`src/rtl/lapic_timer_regs.sv`:
```
module lapic_timer_regs #(
  parameter int PROC_ID = 3,
  parameter int PRE_W   = 4,
  parameter int DIV_W   = 7
) (
  input  logic        clk,
  input  logic        rst_n,
  input  logic        req_valid,
  input  logic        req_write,
  input  logic [11:0] req_addr,
  input  logic [1:0]  req_len,
  input  logic [31:0] req_wdata,
  output logic        rsp_valid,
  output logic        rsp_err,
  output logic [31:0] rsp_rdata,
  output logic        timer_irq
);
  localparam logic [11:0] OFS_ID   = 12'h020;
  localparam logic [11:0] OFS_VER  = 12'h030;
  localparam logic [11:0] OFS_VEC  = 12'h320;
  localparam logic [11:0] OFS_ICNT = 12'h380;
  localparam logic [11:0] OFS_CCNT = 12'h390;
  localparam logic [11:0] OFS_DIV  = 12'h3E0;
  localparam logic [31:0] VER_VAL  = 32'h0005_0014;

  logic [31:0]      vec_q, icnt_q, cnt_q;
  logic [2:0]       dcode_q;
  logic [PRE_W-1:0] pre_q;
  logic [DIV_W-1:0] dcnt_q;
  logic             armed_q;

  logic [11:0] slot;
  logic [12:0] last_b;
  logic        crosses, mapped, acc_ok, ld, wr_vec, wr_div;
  logic        tick, unit;
  logic [DIV_W-1:0] div_m1;
  logic [31:0] rd_mux;

  assign slot    = {req_addr[11:3], 3'b000};
  assign last_b  = {1'b0, req_addr} + {11'd0, req_len};
  assign crosses = last_b[12:3] != {1'b0, req_addr[11:3]};

  always_comb begin
    mapped = 1'b1;
    rd_mux = 32'd0;
    case (slot)
      OFS_ID:   rd_mux = 32'(PROC_ID) << 24;
      OFS_VER:  rd_mux = VER_VAL;
      OFS_VEC:  rd_mux = vec_q;
      OFS_ICNT: rd_mux = icnt_q;
      OFS_CCNT: rd_mux = cnt_q;
      OFS_DIV:  rd_mux = {28'd0, dcode_q[2], 1'b0, dcode_q[1:0]};
      default:  mapped = 1'b0;
    endcase
  end

  assign acc_ok = req_valid && mapped && !crosses;
  assign ld     = acc_ok && req_write && slot == OFS_ICNT;
  assign wr_vec = acc_ok && req_write && slot == OFS_VEC;
  assign wr_div = acc_ok && req_write && slot == OFS_DIV;

  assign div_m1 = (dcode_q == 3'b111) ? '0 : DIV_W'((9'd2 << dcode_q) - 9'd1);
  assign tick   = &pre_q;
  assign unit   = tick && armed_q && dcnt_q >= div_m1 && cnt_q != 0;

  always_ff @(posedge clk) begin
    if (!rst_n) begin
      rsp_valid <= 1'b0;
      rsp_err   <= 1'b0;
      rsp_rdata <= '0;
    end else begin
      rsp_valid <= req_valid;
      rsp_err   <= req_valid && !(mapped && !crosses);
      rsp_rdata <= (acc_ok && !req_write) ? rd_mux : '0;
    end
  end

  always_ff @(posedge clk) begin
    if (!rst_n) begin
      vec_q   <= 32'h0001_0000;
      icnt_q  <= '0;
      dcode_q <= '0;
    end else begin
      if (wr_vec) vec_q <= req_wdata;
      if (ld) icnt_q <= req_wdata;
      if (wr_div) dcode_q <= {req_wdata[3], req_wdata[1], req_wdata[0]};
    end
  end

  always_ff @(posedge clk) begin
    if (!rst_n) begin
      pre_q     <= '0;
      dcnt_q    <= '0;
      armed_q   <= 1'b0;
      cnt_q     <= '0;
      timer_irq <= 1'b0;
    end else begin
      pre_q     <= pre_q + 1'b1;
      timer_irq <= 1'b0;
      if (ld) begin
        cnt_q   <= req_wdata;
        dcnt_q  <= '0;
        armed_q <= tick;
      end else if (tick && cnt_q != 0) begin
        if (!armed_q) begin
          armed_q <= 1'b1;
        end else if (unit) begin
          dcnt_q    <= '0;
          cnt_q     <= cnt_q - 1'b1;
          timer_irq <= (cnt_q == 32'd1) && !vec_q[16];
        end else begin
          dcnt_q <= dcnt_q + 1'b1;
        end
      end
    end
  end

  p_rsp_follows_r2: assert property (@(posedge clk) disable iff (!rst_n)
    req_valid |=> rsp_valid);
  p_rsp_quiet_r2: assert property (@(posedge clk) disable iff (!rst_n)
    !req_valid |=> !rsp_valid);
  p_err_zero_r3: assert property (@(posedge clk) disable iff (!rst_n)
    rsp_err |-> (rsp_rdata == 32'd0 && rsp_valid));
  p_pulse_single_r8: assert property (@(posedge clk) disable iff (!rst_n)
    timer_irq |=> !timer_irq);
  p_irq_at_zero_r8: assert property (@(posedge clk) disable iff (!rst_n)
    timer_irq |-> cnt_q == 32'd0);
  p_mask_r9: assert property (@(posedge clk) disable iff (!rst_n)
    timer_irq |-> !$past(vec_q[16]));
  p_zero_load_quiet_r10: assert property (@(posedge clk) disable iff (!rst_n)
    (ld && req_wdata == 32'd0) |=> !timer_irq);
  p_count_down_r11: assert property (@(posedge clk) disable iff (!rst_n)
    !ld |=> cnt_q <= $past(cnt_q));
endmodule

```
`config.mk`:
```
export PLATFORM = sky130hd
export DESIGN_NAME = lapic_timer_regs
export DESIGN_NICKNAME = d
export VERILOG_FILES = /design/src/rtl/lapic_timer_regs.sv
export SDC_FILE = /design/constraint.sdc
export NUM_CORES = 1
export LEC_CHECK = 0
export CORE_AREA = 2 2 162 164
export CTS_BUF_LIST = sky130_fd_sc_hd__clkbuf_16
export DETAILED_ROUTE_END_ITERATION = 10
export DIE_AREA = 0 0 164 166
export PLACE_DENSITY = 0.46
export SYNTH_ARGS = -nofsm -noshare
export SYNTH_HDL_FRONTEND = slang
export SYNTH_SLANG_ARGS = --single-unit
```
`constraint.sdc`:
```
create_clock -name clk -period 3.1 [get_ports clk]
set_clock_uncertainty 0.15 [all_clocks]
set_input_delay 0.62 -clock clk [delete_from_list [all_inputs] [get_ports clk]]
set_output_delay 0.62 -clock clk [all_outputs]
set_load 0.02 [all_outputs]
```
==> impl_metrics.tcl, run 1 <==
set metrics [dict create \
    status "finished, final reports clean" \
    synthCells 764 \
    start_kind "flop" \
    reg2reg_depth 13 \
    r2r-end "cnt_q[17]$_SDFFE_PN0P_" \
    dp.cells 1170 \
    hp-start "pre_q[0]$_SDFF_PN0_" \
    synth-async-reset-ratio_pct 0 \
    cts_inserted_buffers 17 \
    crit_chain "or3_4 > ha_4 > nor2b_4 > buf_6 > a21oi_2 > ha_1 > and3_4 > a221o_1 > a31o_4 > buf_6 > nand3b_1 > xor2_1 > a21oi_1" \
    cpPeakStageDelay_ns 0.40 \
    fp.dieW_um 164 \
    syn-cell-area_sq_um 6520 \
    antenna_found_initial 0 \
    timing.final.max_slew_violations 0 \
    yosys_warnings 0 \
    htreeDepth 4 \
    tns_ns 0 \
    r2r_slack_ns 0.04 \
    vias 5787 \
    clk_pin_slew_worst_paths_ns 0.07 \
    start_util_pct 25.5 \
    fin_cells 1205 \
    ctsHoldBuffers 0 \
    area_delta_synth_final_pct 35.4 \
    timing.rr.start "dcode_q[2]$_SDFFE_PN0P_" \
    place_congestion 0.741 \
    synth_nets 827 \
    cts_buffer_depth 2 \
    ant_nets 0 \
    timing.fmax_mhz 327 \
    hold_path_end "pre_q[0]$_SDFF_PN0_" \
    clock-sinks 146 \
    ys_seq_elements 146 \
    port_buffers 84 \
    dieHeight_um 166 \
    firstDrtPassIters 6 \
    grt_usage_pct 14.7 \
    final_util_pct 34.5 \
    grt_pass1_vias 5761 \
    required_ns 3.27 \
    ir_worst_vdd_uv 261 \
    core_sq_um 25600 \
    synthTopCellsByCount "158 x nand2_1, 146 x dfxtp_1, 67 x a21boi_0" \
    routed_wl_um 19500 \
    finalCritPeriodShare_pct 98.6 \
    yosysTopAreaCellShare_pct 44.8 \
    grt_max_degree 107 \
    min_path_type "reg -> reg" \
    ctsRootBufferMaster "clkbuf_16" \
    num_io_pins 85 \
    crit_fanout 8 \
    synth.most_common_cell "nand2_1" \
    grt_pass1_wl_um 31700 \
    cp_slowest_cell "or3_4" \
    rsz0062_at_grt "true" \
    worst_pin_slew_ns 0.557 \
    rows 59 \
    avgSynthCellArea_sq_um 8.54 \
    die_area_sq_um 27200 \
    maxSlewHeadroom_pct 62.5 \
    n_antenna_cell 0 \
    avgRoutedWirePerCell_um 16.2 \
    drt_iter0_markers 349 \
    drive_gt1_share_pct 13.0 \
    hold_path_depth 1 \
    yosysTopAreaCell "dfxtp_1" \
    fin_nets 920 \
    synth_seq_area_share_pct 44.8 \
    vias_per_cell 4.80 \
    final-hold-violation-count 0 \
    gr-total-overflow 0 \
    setup_viol 0 \
    tritoncts "yes" \
    end_kind "flop" \
    dp.final_hpwl_um 13200 \
    synth_edf_count 0 \
    p_leak_nw 2.97 \
    ys_top_cells_by_area "dfxtp_1 45%, nand2_1 9.1%, a21boi_0 7.7%" \
    synth_cell_type_count 48 \
    criticalPathCategory "reg -> reg" \
    synthFlopType "dfxtp_1" \
    powerDensity_nw_per_um2 482 \
    drcViolationCount 0 \
    arrival_ns 3.22 \
    worst_skew_pair.late_latency_ns 0.42 \
    period_needed_ns 3.06 \
    crit_top_cell "buf_6" \
    drv_cap 0 \
]
## metrics by stage
stage	worst slack (ns)	total power [W]	hold WS [ns]	cell area, sq um
floorplan	0.00201	0.00198	0.271	6590
global placement	-0.0111	0.00209	0.291	8060
detailed placement	-0.0714	0.00209	0.295	8060
CTS	0.000457	0.00432	0.300	8750
global route	-0.104	0.00441	0.328	8830
finish	0.0434	0.00426	0.295	8830
## critical path, delay by kind of cell, from the launching register on
kind | cells | cell delay [ns]
buffers and inverters | 2 | 0.27
AND/OR/NAND/NOR | 4 | 0.79
AO/OA/AOI/OAI | 4 | 0.84
adder cells (fa/ha/maj) | 2 | 0.43
flip-flops | 1 | 0.32
XOR/XNOR | 1 | 0.17
## power breakdown
part | switching (W) | internal, W | leakage, nW | total, W
registers | 0.00000301 | 0.00188 | 1.18 | 0.00188
logic | 0.0000759 | 0.0000895 | 1.47 | 0.000165
clock network | 0.000799 | 0.00141 | 0.321 | 0.00221
## registers in the layout, summed over array words and instances, names as in the netlist
signal / flops
rsp_err: 1
timer_irq: 1
rsp_rdata: 32
icnt_q: 32
pre_q: 4
dcode_q: 3
dcnt_q: 7
rsp_valid: 1
armed_q: 1
cnt_q: 32
vec_q: 32
## how the worst max path moves through the flow
stage | startpoint | cells past startpoint | end | slack, ns
after floorplan | dcode_q[0]$_SDFFE_PN0P_ | 14 | cnt_q[13]$_SDFFE_PN0P_ | 0.002
after global placement | dcode_q[0]$_SDFFE_PN0P_ | 13 | cnt_q[21]$_SDFFE_PN0P_ | -0.01
after detailed placement | dcode_q[0]$_SDFFE_PN0P_ | 13 | cnt_q[17]$_SDFFE_PN0P_ | -0.07
after CTS | dcode_q[2]$_SDFFE_PN0P_ | 13 | cnt_q[17]$_SDFFE_PN0P_ | 0.0005
after global routing | dcode_q[2]$_SDFFE_PN0P_ | 13 | cnt_q[13]$_SDFFE_PN0P_ | -0.10
final | dcode_q[2]$_SDFFE_PN0P_ | 13 | cnt_q[17]$_SDFFE_PN0P_ | 0.04
## layer usage
layer | wire length (um) | up-vias | GRT usage [%]
met3 | 784 | 17 | 2.95
met5 | 0 | - | 0
met1 | 9650 | 2745 | 20.7
li1 | - | 2907 | -
met4 | 236 | 0 | 4.35
met2 | 8870 | 118 | 22.8
## repair_timing
item,CTS,global route
gates resized for setup,7,17
cloned,1,0
pin swaps,5,24
setup endpoints to repair,22,39
setup buffers,2,0
## cells in the final DEF, fill, tap and decap left out, drive strengths merged, types with 5 or more instances in the layout
master         count
nand2            158
dfxtp            146
clkdlybuf4s50     83
a21boi            67
nor2              48
buf               46
a21oi             38
xor2              33
o21ai             33
a222oi            23
nand3             21
nand4             18
clkbuf            17
ha                13
a22oi             12
nor3              11
nor4              11
a31oi             10
inv                8
and2               7
clkinv             7
nor2b              6
bufinv             5
and3               5
or4                5
## area by class of cell
class / instances / area [sq um]
fill: 2662 / 16800
multi-input combinational: 558 / 3520
sequential: 146 / 2920
timing repair buffer: 129 / 1330
clock buffer: 17 / 425
tap: 335 / 419
clock inverter: 15 / 199
inverter: 5 / 18.8
## kinds of logic (layout without fill, tap and decap cells)
family	Yosys count	count (layout)	share of synthesized area (%)
muxes	2	2	0.307
DFF	146	146	44.8
xor gates and xnor gates	37	37	4.97
adders and majority gates	13	13	2.49
AOI/OAI and AO/OA	195	196	20.9
and+or+nand+nor	310	310	23.0
buffers and inverters	61	166	3.55
No activity file was read; power rests on OpenSTA's default activity.
==> run 2, diff against run 1 <==
==> config.mk (replaced) <==
export PLATFORM = sky130hd
export DESIGN_NAME = lapic_timer_regs
export DESIGN_NICKNAME = d
export VERILOG_FILES = /design/src/rtl/lapic_timer_regs.sv
export SDC_FILE = /design/constraint.sdc
export NUM_CORES = 1
export LEC_CHECK = 0
export CORE_AREA = 2 2 131 133
export CTS_BUF_LIST = sky130_fd_sc_hd__clkbuf_16
export DETAILED_ROUTE_END_ITERATION = 10
export DIE_AREA = 0 0 133 135
export PLACE_DENSITY = 0.64
export SYNTH_ARGS = -nofsm -noshare
export SYNTH_HDL_FRONTEND = slang
export SYNTH_SLANG_ARGS = --single-unit
==> run 2 against run 1 <==
  * Core utilization up 17 points
  * Combinational power down 5%
  * Global-route usage up 4.8 points
  * Flip-flop and latch count unchanged
  * Sequential power about the same
  * Via count up 0.88%
  * Die area down 34%
  * Worst setup slack worse by 0.027 ns
  * Total power down 3.5%
==> impl_metrics.tcl, run 2 (synthesized netlist as in run 1, its figures left out) <==
set metrics [dict create \
    start_util_pct 39.7 \
    port_buffers 84 \
    die_area_sq_um 18000 \
    swShare_pct 21.6 \
    routed_wl_um 17300 \
    dpl_worst_slack_ns -0.0459 \
    clk_pin_slew_worst_paths_ns 0.06 \
    dieHeight_um 135 \
    final-hold-violation-count 0 \
    place_congestion 0.799 \
    powerDensity_nw_per_um2 486 \
    fin_nets 913 \
    cts_inserted_buffers 17 \
    timing.final.max_slew_violations 0 \
    drive_gt1_share_pct 11.6 \
    grt_pass1_vias 5428 \
    rows 47 \
    gr-total-overflow 0 \
    vias 5838 \
    tritoncts "yes" \
    min_path_type "reg -> reg" \
    dp.final_hpwl_um 11400 \
    fillCellCount 1505 \
    crit_buf_inv 1 \
    timing.fmax_mhz 324 \
    layout_commonest_cell "nand2_1" \
    cts_buffer_depth 2 \
    vias_per_cell 5.39 \
    crit_chain "or3_4 > ha_4 > nor2b_4 > nor3_2 > a21oi_1 > ha_1 > and3_4 > a221o_1 > a31o_4 > buf_2 > nand4b_1 > xor2_1 > a21oi_1" \
    setup_viol 0 \
    crit_fanout 6 \
    final_area_sq_um 8460 \
    power_frac_clock_pct 50.3 \
    required_ns 3.26 \
    arrival_ns 3.24 \
    drv_cap 0 \
    grt_max_degree 75 \
    ctsRootBufferMaster "clkbuf_16" \
    worst_pin_slew_ns 0.613 \
    p_int_w 0.00322 \
    start_kind "flop" \
    crit_top_cell "a21oi_1" \
    grt_pass1_wl_um 28100 \
    ir_worst_vdd_uv 373 \
    num_io_pins 85 \
    core_sq_um 16400 \
    firstDrtPassIters 6 \
    p_leak_nw 2.87 \
    cpPeakStageDelay_ns 0.40 \
    worst_skew_pair.late_latency_ns 0.43 \
    n_antenna_cell 0 \
    grt_usage_pct 19.5 \
    criticalPathCategory "reg -> reg" \
    htreeDepth 4 \
    ctsHoldBuffers 0 \
    clock-sinks 146 \
    p_seq_share_pct 45.8 \
    crit_family "simple AND/OR/NAND/NOR gates" \
    drt_iter0_markers 496 \
    area_delta_synth_final_pct 29.8 \
    p_switching_w 0.000887 \
    cp_slowest_cell "or3_4" \
    drcViolationCount 0 \
    fin_ws_ns 0.0164 \
    avgRoutedWirePerCell_um 16.0 \
    end_kind "flop" \
    finalCritPeriodShare_pct 99.5 \
    fp.dieW_um 133 \
    period_needed_ns 3.08 \
    p_comb_share_pct 3.8 \
    ant_nets 0 \
    maxSlewHeadroom_pct 59.1 \
    antenna_found_initial 0 \
    final_cell_mix "156 x nand2_1, 146 x dfxtp_1, 83 x clkdlybuf4s50_1, 67 x a21boi_0, 47 x nor2_1" \
    placed_area_sq_um 7790 \
    status "finished, final reports clean" \
    rsz0062_at_grt "true" \
]
## run 2: changes by cell type in the layout (fill, tap and decap cells not counted), sizes merged
cell | before | now
clkinvlp | 0 | 6
clkinv | 7 | 4
inv | 8 | 7
buf | 46 | 39
bufinv | 5 | 3
## run 2: routing by layer
metal  part of all wire (%)  global-route usage (%)
met3                    5.2                    4.09
met5                      0                       0
met2                     47                    32.0
met4                    1.3                    6.27
met1                     47                    25.8
## run 2: worst register-to-register path, cell delays in order, from the launching register on
cell,delay (ns)
dfxtp_1,0.31
or3_4,0.40
ha_4,0.18
nor2b_4,0.13
nor3_2,0.10
a21oi_1,0.06
ha_1,0.30
and3_4,0.18
a221o_1,0.38
a31o_4,0.28
buf_2,0.17
nand4b_1,0.10
xor2_1,0.15
a21oi_1,0.08
## run 2: path summary, 6_finish.rpt
check / startpoint / end / slack (ns) / cells after the start
min: vec_q[2]$_SDFFE_PN0P_ / vec_q[2]$_SDFFE_PN0P_ / 0.31 / 2
min reg2reg: vec_q[2]$_SDFFE_PN0P_ / vec_q[2]$_SDFFE_PN0P_ / 0.31 / 2
max: dcode_q[2]$_SDFFE_PN0P_ / cnt_q[3]$_SDFFE_PN0P_ / 0.02 / 13
max reg2reg: dcode_q[2]$_SDFFE_PN0P_ / cnt_q[3]$_SDFFE_PN0P_ / 0.02 / 13
## run 2: timing repair
item	CTS	global route
setup endpoints to repair	23	37
pin swaps	0	18
setup buffers	0	1
gates cloned	0	2
gates resized for setup	1	13
## run 2: power groups by stage
stage               clock network [W]  logic (W)  registers [W]
global placement                    0   0.000157        0.00193
CTS                           0.00209   0.000157        0.00188
floorplan                           0  0.0000538        0.00193
detailed placement                  0   0.000156        0.00193
global route                  0.00218   0.000171        0.00188
finish                        0.00207   0.000157        0.00188
## run 2: layout make-up
type / instances / area [sq um] / area share [%]
multi-input combinational: 558 / 3470 / 41.0
sequential: 146 / 2920 / 34.5
timing repair buffer: 122 / 1180 / 13.9
clock buffer: 17 / 425 / 5.03
tap: 220 / 275 / 3.25
clock inverter: 15 / 168 / 1.98
inverter: 5 / 18.8 / 0.222
## run 2: stage by stage
stage	setup TNS [ns]	hold slack, ns	power (W)	utilization, %	std cells
2_1_floorplan	0	0.271	0.00198	-	764
3_3_place_gp	-0.00913	0.290	0.00208	47.5	1048
3_5_place_dp	-0.536	0.299	0.00208	47.5	1048
4_1_cts	-0.0706	0.310	0.00413	51.1	1080
5_1_grt	-1.82	0.334	0.00423	51.6	1083
6_report	0	0.315	0.00411	51.6	1083
==> run 3, diff against run 2 <==
--- a/config.mk
+++ b/config.mk
@@ -7,8 +7,10 @@
 export LEC_CHECK = 0
 export CORE_AREA = 2 2 131 133
 export CTS_BUF_LIST = sky130_fd_sc_hd__clkbuf_16
+export CTS_CLUSTER_SIZE = 14
 export DETAILED_ROUTE_END_ITERATION = 10
 export DIE_AREA = 0 0 133 135
+export GPL_TIMING_DRIVEN = 0
 export PLACE_DENSITY = 0.64
 export SYNTH_ARGS = -nofsm -noshare
 export SYNTH_HDL_FRONTEND = slang
==> run 3 against run 2 <==
  * The flow now finishes with violations (setup timing)
  * Worst hold slack worse by 0.00059 ns
  * Critical path depth is the same
  * Clock power is 2% lower
  * Core utilization grew 0.23 points
  * Critical path type unchanged
  * Largest cell class unchanged
==> impl_metrics.tcl, run 3 (synthesized netlist as in run 1, its figures left out) <==
set metrics [dict create \
    powerDensity_nw_per_um2 479 \
    p_comb_share_pct 4.1 \
    vias 5990 \
    ctsRootBufferMaster "clkbuf_16" \
    drcViolationCount 0 \
    criticalPathCategory "reg -> reg" \
    ctsHoldBuffers 0 \
    maxSlewHeadroom_pct 16.5 \
    timing.fmax_mhz 318 \
    antenna_found_initial 0 \
    layout_commonest_cell "nand2_1" \
    drt_iter0_markers 611 \
    swShare_pct 21.4 \
    drv_cap 0 \
    fin_nets 931 \
    crit_chain "or3_4 > ha_4 > nor2b_4 > nor3_2 > a21oi_1 > ha_1 > a21o_1 > a221o_1 > a31o_4 > buf_4 > nand4_1 > xor2_1 > a21oi_1" \
    p_switching_w 0.000871 \
    cp_slowest_cell "or3_4" \
    core_sq_um 16400 \
    arrival_ns 3.29 \
    crit_fanout 6 \
    fillCellCount 1566 \
    final_area_sq_um 8500 \
    gr-total-overflow 0 \
    required_ns 3.25 \
    port_buffers 83 \
    p_int_w 0.00320 \
    tns_ns -0.242 \
    firstDrtPassIters 8 \
    avgRoutedWirePerCell_um 17.8 \
    dpl_worst_slack_ns -0.568 \
    worst_pin_slew_ns 1.24 \
    failed_checks "setup timing" \
    ant_nets 0 \
    cts_buffer_depth 2 \
    vias_per_cell 5.45 \
    dp.final_hpwl_um 13500 \
    ir_worst_vdd_uv 319 \
    tritoncts "yes" \
    final-hold-violation-count 0 \
    status "complete, but fails checks" \
    power_frac_clock_pct 49.8 \
    rsz0062_at_grt "true" \
    grt_pass1_vias 5859 \
    num_io_pins 85 \
    crit_top_cell "a21oi_1" \
    p_seq_share_pct 46.2 \
    placed_area_sq_um 7690 \
    fp.dieW_um 133 \
    worst_skew_pair.late_latency_ns 0.43 \
    regArea_sq_um 2930 \
    start_kind "flop" \
    start_util_pct 39.7 \
    grt_usage_pct 22.7 \
    p_leak_nw 2.79 \
    routed_wl_um 19600 \
    clk_pin_slew_worst_paths_ns 0.06 \
    hold_path_depth 2 \
    period_needed_ns 3.14 \
    setup_viol 19 \
    cpPeakStageDelay_ns 0.40 \
    finalCritPeriodShare_pct 101 \
    cts_inserted_buffers 17 \
    area_delta_synth_final_pct 30.3 \
    end_kind "flop" \
    dieHeight_um 135 \
    reg2reg_depth 13 \
    power_w 0.00407 \
    die_area_sq_um 18000 \
    multi_input_area_sq_um 3550 \
    clock-sinks 146 \
    n_antenna_cell 0 \
    min_path_type "reg -> reg" \
    grt_max_degree 17 \
    grt_pass1_wl_um 31800 \
    timing.final.max_slew_violations 0 \
    final_cell_mix "157 x nand2_1, 143 x dfxtp_1, 83 x clkdlybuf4s50_1, 67 x a21boi_0, 42 x nor2_1" \
    fin_ws_ns -0.0407 \
    drive_gt1_share_pct 10.0 \
    place_congestion 0.875 \
    rows 47 \
    htreeDepth 4 \
    hold_slack_ns 0.314 \
]
## run 3: layout make-up
class / count / area share, %
Buffer: 53 / 3.12
Clock buffer: 17 / 5.01
Clock inverter: 13 / 1.72
Inverter: 5 / 0.221
Multi-Input combinational cell: 557 / 41.8
Sequential cell: 146 / 34.5
Tap cell: 220 / 3.24
Timing Repair Buffer: 88 / 10.4
## run 3: worst paths after layout
check	startpoint	endpoint	slack (ns)
worst max-delay path	dcode_q[2]$_SDFFE_PN0P_	cnt_q[26]$_SDFFE_PN0P_	-0.04
worst min-delay path	icnt_q[15]$_SDFFE_PN0P_	icnt_q[15]$_SDFFE_PN0P_	0.31
worst max register to register	dcode_q[2]$_SDFFE_PN0P_	cnt_q[26]$_SDFFE_PN0P_	-0.04
worst min register to register	icnt_q[15]$_SDFFE_PN0P_	icnt_q[15]$_SDFFE_PN0P_	0.31
## run 3: timing repair
item / in CTS / in global routing
setup buffers: 3 / 0
gates resized for setup: 28 / 32
gates cloned: 2 / 0
pin swaps: 16 / 21
endpoints found under the setup margin: 69 / 133
## run 3: worst max-delay path, delay by kind of cell (launching register included)
kind / cells / cell delay [ns]
flip-flops: 1 / 0.35
buffers and inverters: 1 / 0.15
AO/OA/AOI/OAI: 5 / 0.93
AND/OR/NAND/NOR: 4 / 0.77
XOR/XNOR: 1 / 0.17
adder cells (fa/ha/maj): 2 / 0.51
## run 3: power by group through the flow
stage / registers, W / clock network (W) / logic, W
6_report: 0.00188 / 0.00203 / 0.000165
5_1_grt: 0.00188 / 0.00214 / 0.000180
4_1_cts: 0.00188 / 0.00206 / 0.000163
3_5_place_dp: 0.00193 / 0 / 0.000161
3_3_place_gp: 0.00193 / 0 / 0.000161
2_1_floorplan: 0.00193 / 0 / 0.0000538
## run 3: stage by stage
stage          cells  util (%)
4_1_cts         1099      51.4
5_1_grt         1099      51.8
2_1_floorplan    764         -
3_3_place_gp    1067      46.9
6_report        1099      51.8
3_5_place_dp    1067      46.9
## run 3: per-layer routing
metal  GRT usage (%)  share of wire (%)
met3            4.58                6.0
met1            29.8                 45
met4            6.81                1.5
met5               0                  0
met2            38.0                 47
